==> src/rtl/tick_timer_pkg.sv <==
package tick_timer_pkg;

    typedef enum logic [1:0] {
        REG_CTRL    = 2'd0,
        REG_RELOAD  = 2'd1,
        REG_CURRENT = 2'd2,
        REG_CALIB   = 2'd3
    } reg_sel_e;

    localparam int CTRL_EN_BIT   = 0;
    localparam int CTRL_IE_BIT   = 1;
    localparam int CTRL_SRC_BIT  = 2;
    localparam int CTRL_FLAG_BIT = 16;

    localparam int BUS_W = 32;

endpackage

==> src/rtl/tick_ref_sync.sv <==
module tick_ref_sync #(
    parameter int STAGES = 2
) (
    input  logic clk,
    input  logic rst_n,
    input  logic ref_i,
    output logic rise_o
);
    localparam int CHAIN_W = STAGES + 1;

    logic [CHAIN_W-1:0] chain_d, chain_q;

    always_comb begin
        chain_d = {chain_q[CHAIN_W-2:0], ref_i};
    end

    always_ff @(posedge clk or negedge rst_n) begin
        if (!rst_n) chain_q <= '0;
        else        chain_q <= chain_d;
    end

    // last synchroniser stage high, history stage low: one rising edge
    assign rise_o = chain_q[STAGES-1] & ~chain_q[STAGES];

endmodule

==> src/rtl/tick_counter.sv <==
module tick_counter #(
    parameter int CNT_W = 24
) (
    input  logic             clk,
    input  logic             rst_n,
    input  logic             tick_i,
    input  logic             clear_i,
    input  logic [CNT_W-1:0] reload_i,
    output logic [CNT_W-1:0] count_o,
    output logic             wrap_o
);
    localparam logic [CNT_W-1:0] ONE = CNT_W'(1);

    logic [CNT_W-1:0] cnt_d, cnt_q;
    logic             wrap_d;

    always_comb begin
        cnt_d  = cnt_q;
        wrap_d = 1'b0;
        if (clear_i) begin
            cnt_d = '0;
        end else if (tick_i) begin
            if (cnt_q == '0) begin
                cnt_d = reload_i;
            end else begin
                cnt_d  = cnt_q - ONE;
                wrap_d = (cnt_q == ONE);
            end
        end
    end

    always_ff @(posedge clk or negedge rst_n) begin
        if (!rst_n) cnt_q <= '0;
        else        cnt_q <= cnt_d;
    end

    assign count_o = cnt_q;
    assign wrap_o  = wrap_d;

endmodule

==> src/rtl/tick_timer.sv <==
module tick_timer
    import tick_timer_pkg::*;
#(
    parameter int               CNT_W       = 24,
    parameter int               SYNC_STAGES = 2,
    parameter logic             NO_REF      = 1'b0,
    parameter logic             INEXACT     = 1'b0,
    parameter logic [CNT_W-1:0] TEN_MS      = CNT_W'(100000)
) (
    input  logic        clk,
    input  logic        rst_n,
    input  logic        ref_clk_i,
    input  logic        bus_sel,
    input  logic        bus_wr,
    input  logic [3:0]  bus_addr,
    input  logic [31:0] bus_wdata,
    output logic [31:0] bus_rdata,
    output logic        irq_o
);
    localparam int              PAD_W    = BUS_W - 2 - CNT_W;
    localparam logic [BUS_W-1:0] CAL_WORD = {NO_REF, INEXACT, {PAD_W{1'b0}}, TEN_MS};

    typedef struct packed {
        logic             en;
        logic             ie;
        logic             src_core;
        logic             flag;
        logic [CNT_W-1:0] reload;
        logic             irq;
    } state_t;

    state_t st_d, st_q;

    reg_sel_e         reg_sel;
    logic             rd_ctrl, wr_ctrl, wr_reload, wr_current;
    logic             ref_rise, tick, wrap;
    logic [CNT_W-1:0] count;
    logic             unused_bits;

    assign reg_sel     = reg_sel_e'(bus_addr[3:2]);
    assign rd_ctrl     = bus_sel & ~bus_wr & (reg_sel == REG_CTRL);
    assign wr_ctrl     = bus_sel &  bus_wr & (reg_sel == REG_CTRL);
    assign wr_reload   = bus_sel &  bus_wr & (reg_sel == REG_RELOAD);
    assign wr_current  = bus_sel &  bus_wr & (reg_sel == REG_CURRENT);
    assign unused_bits = ^{bus_addr[1:0], bus_wdata};

    tick_ref_sync #(
        .STAGES (SYNC_STAGES)
    ) u_sync (
        .clk    (clk),
        .rst_n  (rst_n),
        .ref_i  (ref_clk_i),
        .rise_o (ref_rise)
    );

    assign tick = st_q.en & (st_q.src_core | ref_rise);

    tick_counter #(
        .CNT_W (CNT_W)
    ) u_cnt (
        .clk      (clk),
        .rst_n    (rst_n),
        .tick_i   (tick),
        .clear_i  (wr_current),
        .reload_i (st_q.reload),
        .count_o  (count),
        .wrap_o   (wrap)
    );

    always_comb begin
        st_d = st_q;
        if (wr_ctrl) begin
            st_d.en       = bus_wdata[CTRL_EN_BIT];
            st_d.ie       = bus_wdata[CTRL_IE_BIT];
            st_d.src_core = bus_wdata[CTRL_SRC_BIT];
        end
        if (wr_reload) begin
            st_d.reload = bus_wdata[CNT_W-1:0];
        end
        if (rd_ctrl || wr_current) begin
            st_d.flag = 1'b0;
        end
        if (wrap) begin
            st_d.flag = 1'b1;
        end
        st_d.irq = wrap & st_q.ie;
    end

    always_ff @(posedge clk or negedge rst_n) begin
        if (!rst_n) st_q <= '0;
        else        st_q <= st_d;
    end

    always_comb begin
        bus_rdata = '0;
        if (bus_sel && !bus_wr) begin
            unique case (reg_sel)
                REG_CTRL: begin
                    bus_rdata[CTRL_EN_BIT]   = st_q.en;
                    bus_rdata[CTRL_IE_BIT]   = st_q.ie;
                    bus_rdata[CTRL_SRC_BIT]  = st_q.src_core;
                    bus_rdata[CTRL_FLAG_BIT] = st_q.flag;
                end
                REG_RELOAD:  bus_rdata = BUS_W'(st_q.reload);
                REG_CURRENT: bus_rdata = BUS_W'(count);
                REG_CALIB:   bus_rdata = CAL_WORD;
                default:     bus_rdata = '0;
            endcase
        end
    end

    assign irq_o = st_q.irq;

endmodule

==> config.mk <==
export PLATFORM = sky130hd
export DESIGN_NAME = tick_timer
export DESIGN_NICKNAME = d
export VERILOG_FILES = /design/src/rtl/tick_timer_pkg.sv /design/src/rtl/tick_ref_sync.sv /design/src/rtl/tick_counter.sv /design/src/rtl/tick_timer.sv
export SDC_FILE = /design/constraint.sdc
export NUM_CORES = 1
export LEC_CHECK = 0
export BUFFER_PORTS_ARGS = -buffer_cell sky130_fd_sc_hd__buf_4
export CAP_MARGIN = 20
export CORE_MARGIN = 1.5
export CORE_UTILIZATION = 55
export DETAILED_ROUTE_END_ITERATION = 8
export GPL_TIMING_DRIVEN = 0
export PLACE_DENSITY = 0.84
export SYNTH_ARGS = -nofsm -noshare
export SYNTH_HDL_FRONTEND = slang
export SYNTH_SLANG_ARGS = --single-unit
==> constraint.sdc <==
create_clock -name clk -period 2.4 [get_ports clk]
set_input_delay 0.48 -clock clk [delete_from_list [all_inputs] [get_ports clk]]
set_output_delay 0.48 -clock clk [all_outputs]
set_load 0.005 [all_outputs]
==> run summary <==
Outcome -> finished, final reports clean
Largest buffer count on any clock path -> 2
Final min period -> 2.28 ns
Root buf cell -> clkbuf_8
Final hold slack -> 0.196 ns
Worst-path maximum fanout -> 6
Die area -> 6770 sq um
Yosys top cell area share -> 40.6%
Post-CTS Hold Fix Bufs -> 0
Max Freq -> 439 MHz
CTS clk-pin slew, worst paths -> 0.10 ns
Distinct cell type count after synthesis -> 51
Max Cap Viol -> 0
Final Non-Filler Cells -> 498
Starting DRT DRC Count -> 251
Least-Margin Pin Slew -> 0.873 ns
Final Hold Vio Count -> 0
Clk sink count -> 56
Total number of yosys warnings -> 0
Total power -> 3.01 mW
FILL cells -> 495
Gate count after technology mapping -> 355
Starting density of the core -> 57.7%
Cell with the most instances after synthesis -> dfrtp_1
Critical Path, Cell by Cell -> inv_1, ha_1, nor4b_1, nand4_1, or2_2, a32oi_1, o2bb2ai_1
Area post-placement -> 3990 sq um
Slew margin rel. -> 41.5%
Maximum vdd drop -> 0.485 mV
Num CTS Buffers -> 5
Worst path bufs/invs -> 1
Req. time, crit path -> 2.60 ns
Core box area -> 5990 sq um
Drt first pass iters -> 5
WL/cell -> 19.0 um
Ports -> 74
Prevailing post-synth register cell -> dfrtp_1
Worst-Skew Late Latency -> 0.32 ns
Slew Limit Fails -> 0
Area growth from synthesis to layout -> 19.2%
RSZ-0062 raised after global routing -> no
Number of synthesized register bits -> 56
Avg Cell Area, Syn -> 9.73 sq um
Rows -> 28
# port buffers -> 55
Final core utilization -> 68.7%
Final WS setup -> 0.120 ns
First-pass GRT wire length -> 14.8 mm
Sequential area share after synthesis -> 40.6%
Final period util -> 95.0%
Worst Path Arrival -> 2.48 ns
GRT overflow -> 0
Fraction of registers with async set/reset -> 100%
Hold WC Path Type -> in -> async
Max stage delay on crit path -> 0.48 ns
Top cells by count, synth -> dfrtp_1, nor2_1, mux2_2
Vias/cell -> 6.27
Antenna-violating nets left -> 0
Slowest cell on the critical path -> dfrtp_2
Post-Syn Area -> 3450 sq um
GP Congestion -> 0.945
Reg2Reg Depth -> 7
Pwr Density -> 730 nW/um^2
WS Path Type -> reg -> reg
FF-to-FF End -> u_cnt.count_o[20]
Worst R2R Start -> u_cnt.count_o[0]
Area contributors post-synth -> dfrtp_1, mux2_2, mux2i_1
H-tree levels -> 2
Flop-to-flop setup slack -> 0.12 ns
Routed via count -> 3122
EDFF count, synth -> 0
CP top delay family -> simple AND/OR/NAND/NOR gates
CTS tree -> built
Residual DRC count -> 0
Layout cells sized above 1 -> 29.3%
Tot GR Track Use -> 29.3%
DP Wirelength -> 6.87 mm
Antenna violations before repair -> 0
Dpl cells -> 492
CP endpoint kind -> flop
Vias in the first global route -> 2962
DIE HEIGHT -> 82.3 um
Final #Nets -> 471
Dpl ws -> -0.323 ns
Worst setup SP type -> flop
Skew final -> 0.0111 ns
Die width -> 82.3 um
DRT Wirelength -> 9.44 mm
Post-Layout Inst Area -> 4120 sq um
Leak -> 1.85 nW
Post-route setup TNS -> 0 ns
Largest net degree at the start of global routing -> 57
Yosys top cell by area -> dfrtp_1
Final setup vio count -> 0
# diodes -> 0
[state kept, by name (all words and copies together) (netlist names)]
| name | cells |
|---|---|
| st_q | 28 |
| u_cnt.count_o | 24 |
| u_sync.chain_q | 3 |
| irq_o | 1 |
[repair_timing]
item	in CTS	in global routing
hold endpoints to repair	0	0
setup buffers	0	2
pin swaps	0	0
gates resized for setup	7	5
endpoints found under the setup margin	27	34
[area by class of cell]
cell class | instances | area (sq um) | share of cell area (%)
clock buffers | 6 | 72.6 | 1.76
plain buffers | 25 | 151 | 3.68
clock inverters | 2 | 35.0 | 0.851
repair buffers | 57 | 428 | 10.4
inverters | 11 | 41.3 | 1.00
well taps | 75 | 93.8 | 2.28
multi-input cells | 266 | 1890 | 46.0
flip-flops and latches | 56 | 1400 | 34.1
[report_power, final]
group          internal, mW  switching [mW]  total, mW
clock network         0.310           0.314      0.625
registers              1.12           0.227       1.35
logic                 0.441           0.593       1.03
total                  1.87            1.13       3.01
[worst reg2reg max path, delay by kind of cell, from the launching register on]
family	cells	cell delay [ns]
simple gates	3	0.95
flops	1	0.48
fa+ha+maj	1	0.27
buf+inv	1	0.15
compound gates	2	0.30
[cells by family (layout without fill, tap and decap cells)]
logic type	count (synthesis)	count (layout)	share of synthesized area, %
multiplexers	43	43	13.4
buffers and inverters	40	101	5.76
other	1	8	0.109
AO/OA/AOI/OAI	88	88	17.9
adder cells (fa/ha/maj)	8	8	2.90
AND/OR/NAND/NOR	119	119	19.4
flip-flops	56	56	40.6
[layout by cell type (no fill, tap or decap), drive strengths merged, types with 8 or more instances in the layout]
cell	n
buf	72
dfrtp	56
nor2	38
mux2	27
nand2	19
a22oi	17
mux2i	16
o21ai	16
clkbuf	16
nand3	13
nor3	12
inv	11
nor4	11
a21oi	9
ha	8
conb	8
[worst max-delay path by stage]
stage | startpoint | end | slack, ns | depth (start not counted)
2_1_floorplan | bus_addr[2] | u_cnt.count_o[6] | 0.37 | 8
3_3_place_gp | bus_addr[2] | u_cnt.count_o[6] | -0.33 | 9
3_5_place_dp | bus_addr[2] | u_cnt.count_o[17] | -0.32 | 9
4_1_cts | bus_addr[2] | u_cnt.count_o[17] | 0.002 | 9
5_1_grt | u_cnt.count_o[0] | u_cnt.count_o[20] | 0.0009 | 7
6_report | u_cnt.count_o[0] | u_cnt.count_o[20] | 0.12 | 7
[metal layers]
metal	track usage, %	part of all wire [%]	wire [um]	vias up
met5	0	0	0	-
met4	10.0	2.4	231	0
met3	6.37	9.1	857	22
met2	46.7	47	4400	169
met1	39.4	42	3950	1482
li1	-	-	-	1449
Power figures use the tool's default switching activity.
